[src/rtl/spi_cmd_pkg.sv]
package spi_cmd_pkg;
  typedef enum logic [1:0] {
    FS_CTRL,
    FS_WR,
    FS_RD,
    FS_SKIP
  } frame_st_e;

  localparam logic [7:0] CTL_WRITE       = 8'h48;
  localparam logic [7:0] CTL_READ_SHARED = 8'h80;
  localparam logic [7:0] CTL_READ_GPO    = 8'hC0;
endpackage

[src/rtl/spi_cmd_sync.sv]
module spi_cmd_sync #(
  parameter int unsigned       W       = 1,
  parameter int unsigned       STAGES  = 2,
  parameter logic [W-1:0]      RST_VAL = '0
) (
  input  logic         clk_i,
  input  logic         rst_ni,
  input  logic [W-1:0] d_i,
  output logic [W-1:0] q_o
);
  logic [W-1:0] pipe [STAGES];

  always_ff @(posedge clk_i or negedge rst_ni) begin
    if (!rst_ni) begin
      pipe <= '{default: RST_VAL};
    end else begin
      pipe[0] <= d_i;
      for (int s = 1; s < STAGES; s++) pipe[s] <= pipe[s-1];
    end
  end

  assign q_o = pipe[STAGES-1];
endmodule

[src/rtl/spi_cmd_frame.sv]
module spi_cmd_frame
  import spi_cmd_pkg::*;
#(
  parameter int unsigned CMD_BITS = 64
) (
  input  logic                clk_i,
  input  logic                rst_ni,
  input  logic                sen_n_i,
  input  logic                rise_i,
  input  logic                sdi_i,
  output logic                rd_active_o,
  output logic                load_rsp_o,
  output logic                sel_gpo_o,
  output logic [CMD_BITS-1:0] cmd_data_o,
  output logic                cmd_valid_o
);
  localparam int unsigned CNT_W = $clog2(CMD_BITS > 8 ? CMD_BITS : 8);

  frame_st_e           st_q;
  logic [CNT_W-1:0]    cnt_q;
  logic [6:0]          ctl_sr_q;
  logic [CMD_BITS-1:0] cmd_sr_q;
  logic [7:0]          ctl_byte;
  logic [CMD_BITS-1:0] cmd_next;

  assign ctl_byte = {ctl_sr_q, sdi_i};
  assign cmd_next = {cmd_sr_q[CMD_BITS-2:0], sdi_i};

  always_ff @(posedge clk_i or negedge rst_ni) begin
    if (!rst_ni) begin
      st_q        <= FS_CTRL;
      cnt_q       <= '0;
      ctl_sr_q    <= '0;
      cmd_sr_q    <= '0;
      cmd_data_o  <= '0;
      cmd_valid_o <= 1'b0;
      load_rsp_o  <= 1'b0;
      sel_gpo_o   <= 1'b0;
    end else begin
      cmd_valid_o <= 1'b0;
      load_rsp_o  <= 1'b0;
      if (sen_n_i) begin
        st_q  <= FS_CTRL;
        cnt_q <= '0;
      end else begin
        unique case (st_q)
          FS_CTRL: if (rise_i) begin
            ctl_sr_q <= ctl_byte[6:0];
            cnt_q    <= cnt_q + 1'b1;
            if (cnt_q == CNT_W'(7)) begin
              cnt_q <= '0;
              case (ctl_byte)
                CTL_WRITE: st_q <= FS_WR;
                CTL_READ_SHARED: begin
                  st_q       <= FS_RD;
                  load_rsp_o <= 1'b1;
                  sel_gpo_o  <= 1'b0;
                end
                CTL_READ_GPO: begin
                  st_q       <= FS_RD;
                  load_rsp_o <= 1'b1;
                  sel_gpo_o  <= 1'b1;
                end
                default: st_q <= FS_SKIP;
              endcase
            end
          end
          FS_WR: if (rise_i) begin
            cmd_sr_q <= cmd_next;
            cnt_q    <= cnt_q + 1'b1;
            if (cnt_q == CNT_W'(CMD_BITS - 1)) begin
              cmd_data_o  <= cmd_next;
              cmd_valid_o <= 1'b1;
              st_q        <= FS_SKIP;
            end
          end
          default: ;
        endcase
      end
    end
  end

  assign rd_active_o = (st_q == FS_RD);
endmodule

[src/rtl/spi_cmd_tx.sv]
module spi_cmd_tx #(
  parameter int unsigned RSP_BITS = 128
) (
  input  logic                clk_i,
  input  logic                rst_ni,
  input  logic                load_i,
  input  logic [RSP_BITS-1:0] rsp_i,
  input  logic                active_i,
  input  logic                fall_i,
  input  logic                sel_gpo_i,
  output logic                sdio_o,
  output logic                sdio_oe_o,
  output logic                gpo_o,
  output logic                gpo_oe_o
);
  localparam int unsigned CNT_W = $clog2(RSP_BITS + 1);

  logic [RSP_BITS-1:0] shadow_q;
  logic [CNT_W-1:0]    cnt_q;
  logic                bit_q;
  logic                drive_q;

  always_ff @(posedge clk_i or negedge rst_ni) begin
    if (!rst_ni) begin
      shadow_q <= '0;
      cnt_q    <= '0;
      bit_q    <= 1'b0;
      drive_q  <= 1'b0;
    end else if (load_i) begin
      shadow_q <= rsp_i;
      cnt_q    <= '0;
      drive_q  <= 1'b0;
    end else if (!active_i) begin
      drive_q <= 1'b0;
    end else if (fall_i) begin
      if (cnt_q != CNT_W'(RSP_BITS)) begin
        bit_q    <= shadow_q[RSP_BITS-1];
        shadow_q <= {shadow_q[RSP_BITS-2:0], 1'b0};
        cnt_q    <= cnt_q + 1'b1;
        drive_q  <= 1'b1;
      end else begin
        drive_q <= 1'b0;
      end
    end
  end

  assign sdio_o    = bit_q & ~sel_gpo_i;
  assign gpo_o     = bit_q & sel_gpo_i;
  assign sdio_oe_o = drive_q & ~sel_gpo_i;
  assign gpo_oe_o  = drive_q & sel_gpo_i;
endmodule

[src/rtl/spi_cmd_slave.sv]
module spi_cmd_slave #(
  parameter int unsigned CMD_BYTES   = 8,
  parameter int unsigned RSP_BYTES   = 16,
  parameter int unsigned SYNC_STAGES = 2
) (
  input  logic                   clk_i,
  input  logic                   rst_ni,
  input  logic                   sclk_i,
  input  logic                   sen_ni,
  input  logic                   sdio_i,
  output logic                   sdio_o,
  output logic                   sdio_oe_o,
  output logic                   gpo_o,
  output logic                   gpo_oe_o,
  input  logic [RSP_BYTES*8-1:0] rsp_data_i,
  output logic [CMD_BYTES*8-1:0] cmd_data_o,
  output logic                   cmd_valid_o
);
  localparam int unsigned CMD_BITS = CMD_BYTES * 8;
  localparam int unsigned RSP_BITS = RSP_BYTES * 8;

  logic sen_s, sclk_s, sdi_s, sclk_d;
  logic rise, fall;
  logic rd_active, load_rsp, sel_gpo;

  // enable idles high, clock and data low
  spi_cmd_sync #(.W(3), .STAGES(SYNC_STAGES), .RST_VAL(3'b100)) i_sync (
    .clk_i (clk_i),
    .rst_ni(rst_ni),
    .d_i   ({sen_ni, sclk_i, sdio_i}),
    .q_o   ({sen_s, sclk_s, sdi_s})
  );

  always_ff @(posedge clk_i or negedge rst_ni) begin
    if (!rst_ni) sclk_d <= 1'b0;
    else         sclk_d <= sclk_s;
  end

  assign rise = sclk_s & ~sclk_d;
  assign fall = ~sclk_s & sclk_d;

  spi_cmd_frame #(.CMD_BITS(CMD_BITS)) i_frame (
    .clk_i      (clk_i),
    .rst_ni     (rst_ni),
    .sen_n_i    (sen_s),
    .rise_i     (rise),
    .sdi_i      (sdi_s),
    .rd_active_o(rd_active),
    .load_rsp_o (load_rsp),
    .sel_gpo_o  (sel_gpo),
    .cmd_data_o (cmd_data_o),
    .cmd_valid_o(cmd_valid_o)
  );

  spi_cmd_tx #(.RSP_BITS(RSP_BITS)) i_tx (
    .clk_i    (clk_i),
    .rst_ni   (rst_ni),
    .load_i   (load_rsp),
    .rsp_i    (rsp_data_i),
    .active_i (rd_active),
    .fall_i   (fall),
    .sel_gpo_i(sel_gpo),
    .sdio_o   (sdio_o),
    .sdio_oe_o(sdio_oe_o),
    .gpo_o    (gpo_o),
    .gpo_oe_o (gpo_oe_o)
  );
endmodule

[config.mk]
export PLATFORM = sky130hd
export DESIGN_NAME = spi_cmd_slave
export DESIGN_NICKNAME = d
export VERILOG_FILES = /design/src/rtl/spi_cmd_pkg.sv /design/src/rtl/spi_cmd_sync.sv /design/src/rtl/spi_cmd_frame.sv /design/src/rtl/spi_cmd_tx.sv /design/src/rtl/spi_cmd_slave.sv
export SDC_FILE = /design/constraint.sdc
export NUM_CORES = 1
export LEC_CHECK = 0
export BUFFER_PORTS_ARGS = -buffer_cell sky130_fd_sc_hd__buf_2
export CORE_UTILIZATION = 55
export CTS_BUF_LIST = sky130_fd_sc_hd__clkbuf_4 sky130_fd_sc_hd__clkbuf_8 sky130_fd_sc_hd__clkbuf_16
export CTS_CLUSTER_SIZE = 30
export DETAILED_ROUTE_END_ITERATION = 7
export PLACE_DENSITY_LB_ADDON = 0.05
export SYNTH_ARGS = -nofsm -noshare
export SYNTH_HDL_FRONTEND = slang
export SYNTH_SLANG_ARGS = --single-unit
[constraint.sdc]
create_clock -name clk_i -period 2.5 [get_ports clk_i]
set_clock_uncertainty 0.05 [all_clocks]
set_input_delay 0.5 -clock clk_i [delete_from_list [all_inputs] [get_ports clk_i]]
set_output_delay 0.5 -clock clk_i [all_outputs]
set_load 0.05 [all_outputs]
* Word level (Yosys, flattened, before mapping)
Cells that the tools add are included.
Word-level totals: word-level logic and storage cells 90, bits of input ports 133, bits in registers 290
Cells by class: add/sub/neg operators 2, equal/unequal tests 13, bitwise logic cells 11, multiplexer cells 34, reductions and logical operators 15
Operators with widths (number):
- $mux W128 | 4
- $mux W8 | 4
- $mux W6 | 4
- $eq A8 B8 Y1 const B | 2
- $ne A3 B2 Y1 const B | 5
- $mux W1 | 13
- $pmux W6 S2 | 1
- $reduce_and A3 Y1 | 4
- $mux W2 | 5
- $reduce_and A5 Y1 | 2
- $add A8 B1 Y8 const B | 1
- $eq A8 B7 Y1 const B | 1
- $ne A8 B8 Y1 const B | 1
- $pmux W2 S2 | 2
- $reduce_and A4 Y1 | 2
- $reduce_bool A2 Y1 | 4
- $add A6 B1 Y6 const B | 1
- $and A1 B1 Y1 | 6
- $eq A6 B3 Y1 const B | 1
- $eq A6 B6 Y1 const B | 1
- $not A1 Y1 | 5
- $reduce_bool A3 Y1 | 1
- $eq A2 B1 Y1 const B | 1
- $eq A2 B2 Y1 const B | 1
- other kinds (3) | 3

* Depth between registers and ports, before layout
word-level depth 7, gate-level depth with buffers 8, mapped depth without buffers 6

* Cells and area by module
From an unflattened synthesis, not the netlist that was laid out.
Second synthesis, totals: cells, all modules 1109, area, all modules 13256.5 um2
Modules (own cells, without submodules):
- spi_cmd_tx | cells an instance 754, area each 7470.9 um2, times used 1, sequential area each 3453.3 um2
- spi_cmd_frame | cells an instance 343, area each 5570.3 um2, times used 1, sequential area each 3628.5 um2
- spi_cmd_sync | cells an instance 9, area each 175.2 um2, times used 1, sequential area each 152.6 um2
- spi_cmd_slave | cells an instance 3, area each 40.0 um2, times used 1, sequential area each 25.0 um2

* Worst setup path before layout
OpenSTA, ideal clock, no wires.
kind reg-to-reg, start point reg i_frame.st_q[1], end point reg i_frame.sel_gpo_o, setup time 0.128 ns, arrival time 1.993 ns, stages on the path, launching flop included 6, setup slack 0.329 ns, data required time 2.322 ns, cells stage by stage dfrtp_1 > or3b_2 > or3_1 > buf_6 > nor4_4 > mux2_1
On the way: word-level cells in the longest chain between the ends 2
RTL lines:
- from (decl) | RTL line spi_cmd_frame.sv:19 | frame_st_e st_q;
- from (signal assigned) | RTL line spi_cmd_frame.sv:31 | st_q <= FS_CTRL;
- from (signal assigned) | RTL line spi_cmd_frame.sv:43 | st_q <= FS_CTRL;
- from (signal assigned) | RTL line spi_cmd_frame.sv:53 | CTL_WRITE: st_q <= FS_WR;
- $logic_not A2 Y1 | RTL line spi_cmd_frame.sv:46 | unique case (st_q)
- $reduce_and A5 Y1 (no source line)
- to (signal assigned) | RTL line spi_cmd_frame.sv:38 | sel_gpo_o <= 1'b0;
- to (signal assigned) | RTL line spi_cmd_frame.sv:57 | sel_gpo_o <= 1'b0;
- to (signal assigned) | RTL line spi_cmd_frame.sv:62 | sel_gpo_o <= 1'b1;
- to (decl) | RTL line spi_cmd_frame.sv:13 | output logic sel_gpo_o,
No other way between the ends. A chain may end at the register's enable or synchronous reset.

* Worst setup path in the final report
Ends and elaborated chain as after synthesis.

==> summary.md <==
| Metric | Value |
|---|---|
| Outcome | finished, violations left |
| Failing checks | DRC |
| Setup violators final | 0 |
| # rows | 54 |
| # fillers | 1785 |
| Worst-path fanout max | 6 |
| Register area | 0.00726 mm^2 |
| CTS Buf Count | 30 |
| Fmax | approximately 440 MHz |
| Initial Util | 56.7% |
| GRT Overall Usage | about a fifth |
| Total Neg Setup Slack | 0 ps |
| Top cells by count, synth | dfrtp_1 (288), a21oi_1 (260), nand2_1 (140) |
| Num ports | 202 |
| First-pass DRT Iterations | 8 |
| Critical Path Start Type | flip-flop |
| Post-synthesis register bit count | 290 |
| Pin count of the biggest net entering global routing | 85 |
| Yosys top cell by area | dfrtp_1 |
| Final WS setup | approximately 210 ps |
| Die ar. | 0.0233 mm^2 |
| GRT overflow | 0 |
| YS warnings | 0 |
| Tmin final | 2290 ps |
| Vias in the first global route | ~8000 |
| Gate count of the mapped netlist | approximately 1100 |
| Post-DP HPWL | 14900 um |
| Net Count, Synth | 1241 |
| Top-area cell type share of the netlist area | 57.7% |
| Fin crit share | 91.4% |
| Distinct cells, synth | 43 |
| Met2 WL post-DR | around 11000 um |
| Vias | 8321 |
| Setup WS pre-CTS | 212 ps |
| Share of cells above drive strength 1 | 32.0% |
| Met3 wire len | approximately 1400 um |
| Top cells by area, synth | dfrtp_1 (58%), a21oi_1 (10%), mux2_2 (7.8%), nor2b_1 (6.5%), mux2_4 (5.9%) |
| Nets | 1419 |
| Crit end category | flip-flop |
| Routability Congestion | 0.754 |
| Leak | 7.61 nW |
| Fin. max-slew vios | 0 |
| Average size of a mapped cell | between 10 and 15 um^2 |
| CTS tree | built |
| CP required | 2860 ps |
| Port Buffer Count | 201 |
| Die W | 153 um |
| Uppermost routed layer | met5 |
| RSZ-0062 raised after global routing | false |
| Post-Route WL | 23600 um |
| Post-synth EDFFs | 0 |
| VDD IR max | 0.000507 V |
| Core footprint | 0.0220 mm^2 |
| Initial antenna violation count | 6 |
| Prevailing post-synth register cell | dfrtp_1 |
| First-pass GRT wire length | 39800 um |
| Power Density | approximately 650 mW/mm^2 |
| Final Hold Slack | 21.3 ps |
| WS Path Type | reg -> reg |
| 1st-iter DRT viols | 371 |
| Footprint of the multi-input gates | 0.00487 mm^2 |
| Worst-Margin Slew | 787 ps |
| DRC errors left | 20 |
| Vias/cell | between 5 and 6 |
| R2r setup slk | 210 ps |
| Hold Crit Class | in -> reg |
| Slew headroom | 47.6% |
| Fraction of registers with async set/reset | 100% |
| Seq/Total Area, Yosys | 58.2% |
| Area growth from synthesis to layout | 19.5% |
| CP arrival | 2650 ps |
| Cell with the most instances after synthesis | dfrtp_1 |
| CTS resizes | 0 |
| Met1 wire length | 11000 um |
| Clk sinks | 290 |
| Syn Std Cell Area | between 0.01 and 0.015 mm^2 |
| Max-Cap Viols | 0 |
| Post-route antenna net violation count | 0 |
| Clock root cell | clkbuf_16 |
| Wire per inst | 14.8 um |
| Clk_lat worst skew | 540 ps |
| CTS HTree Levels | 1 |
| Endpoints failing hold | 0 |
| Reg clk slew, reported paths | 60 ps |
| Clk buf depth | 3 |
| Die height | 153 um |
==> timing repair <==
action / CTS / global route
hold buffers: 2 / 0
endpoints found under the setup margin: 0 / 0
endpoints found under the hold margin: 49 / 0
setup buffers: 0 / 0
==> worst max-delay path, stage by stage (launching register included) <==
cell and delay (ps):
dfrtp_1 440, or3b_2 550, or3_1 460, nor4_4 320
mux2_1 350
==> placed cells by master, fill, tap and decap left out, types with 4 or more instances in the layout <==
master     instances
inv_1              4
bufinv_16          4
nor2_1            14
clkbuf_16         31
a21oi_1          260
mux2_4            49
dfrtp_1          287
or3_1              5
xor2_1             6
buf_12            14
clkinv_2           4
nand2_1          140
nand4_1            5
nor2b_1          130
buf_4              4
mux2_2            86
clkbuf_8           4
diode_2            4
clkbuf_4          11
buf_2            200
==> worst paths after layout <==
path | from | endpoint | depth (start not counted)
min in group asynchronous | rst_ni | i_frame.cmd_data_o[51] | 2
max | i_frame.st_q[1] | i_frame.sel_gpo_o | 4
min | sdio_i | i_sync.pipe[3] | 1
max reg2reg | i_frame.st_q[1] | i_frame.sel_gpo_o | 4
max in group asynchronous | rst_ni | i_frame.cmd_sr_q[38] | 3
min reg2reg | i_sync.pipe[3] | i_sync.q_o[0] | 0
==> area by class of cell <==
class                      instances  area share [%]
tap                              280            2.35
timing repair buffer             221            9.03
clock inverter                     8           0.940
inverter                           4           0.101
antenna                            4          0.0671
clock buffer                      46            6.13
sequential                       290            48.7
multi-input combinational        736            32.7
==> per-stage QoR <==
step / total power, mW / util [%] / cells / area, um^2
2_1_floorplan: 4.94 / - / 1105 / 12500
3_3_place_gp: 5.17 / 62.8 / 1529 / 13800
3_5_place_dp: 5.18 / 62.8 / 1529 / 13800
4_1_cts: 9.88 / 67.7 / 1585 / 14900
5_1_grt: 10.1 / 67.7 / 1585 / 14900
6_report: 9.75 / 67.7 / 1589 / 14900
==> layer usage <==
metal,GRT usage (%),vias to the layer above
li1,-,4124
met1,29.2,3981
met2,32.0,181
met3,4.84,33
met4,4.47,2
met5,0,-
==> power breakdown <==
part	internal (mW)	total (mW)	leakage, nW	switching, mW
Clock	2.91	4.67	0.534	1.75
Sequential	4.75	4.80	3.35	0.0482
Combinational	0.139	0.289	3.73	0.149
==> sequential cells by signal, summed over array words and instances, names as in the netlist <==
name / cells
i_tx.drive_q: 1
i_frame.sel_gpo_o: 1
i_frame.cmd_sr_q: 63
i_frame.cmd_data_o: 64
i_sync.q_o: 3
i_tx.cnt_q: 8
i_sync.pipe: 3
i_tx.shadow_q: 128
i_frame.cmd_valid_o: 1
i_frame.st_q: 2
i_frame.load_rsp_o: 1
i_tx.bit_q: 1
sclk_d: 1
i_frame.ctl_sr_q: 7
i_frame.cnt_q: 6
==> kinds of logic (layout without fill, tap and decap cells) <==
kind of cell	count (synthesis)	after routing	share of synthesized area (%)
and+or+nand+nor	320	320	13.4
DFF	290	290	58.2
AOI/OAI and AO/OA	267	267	10.8
muxes	137	137	13.8
buffers and inverters	79	279	2.95
xor gates and xnor gates	9	9	0.632
adders and majority gates	3	3	0.301
other	0	4	0
Note: power is estimated with default switching activity, not from simulation.
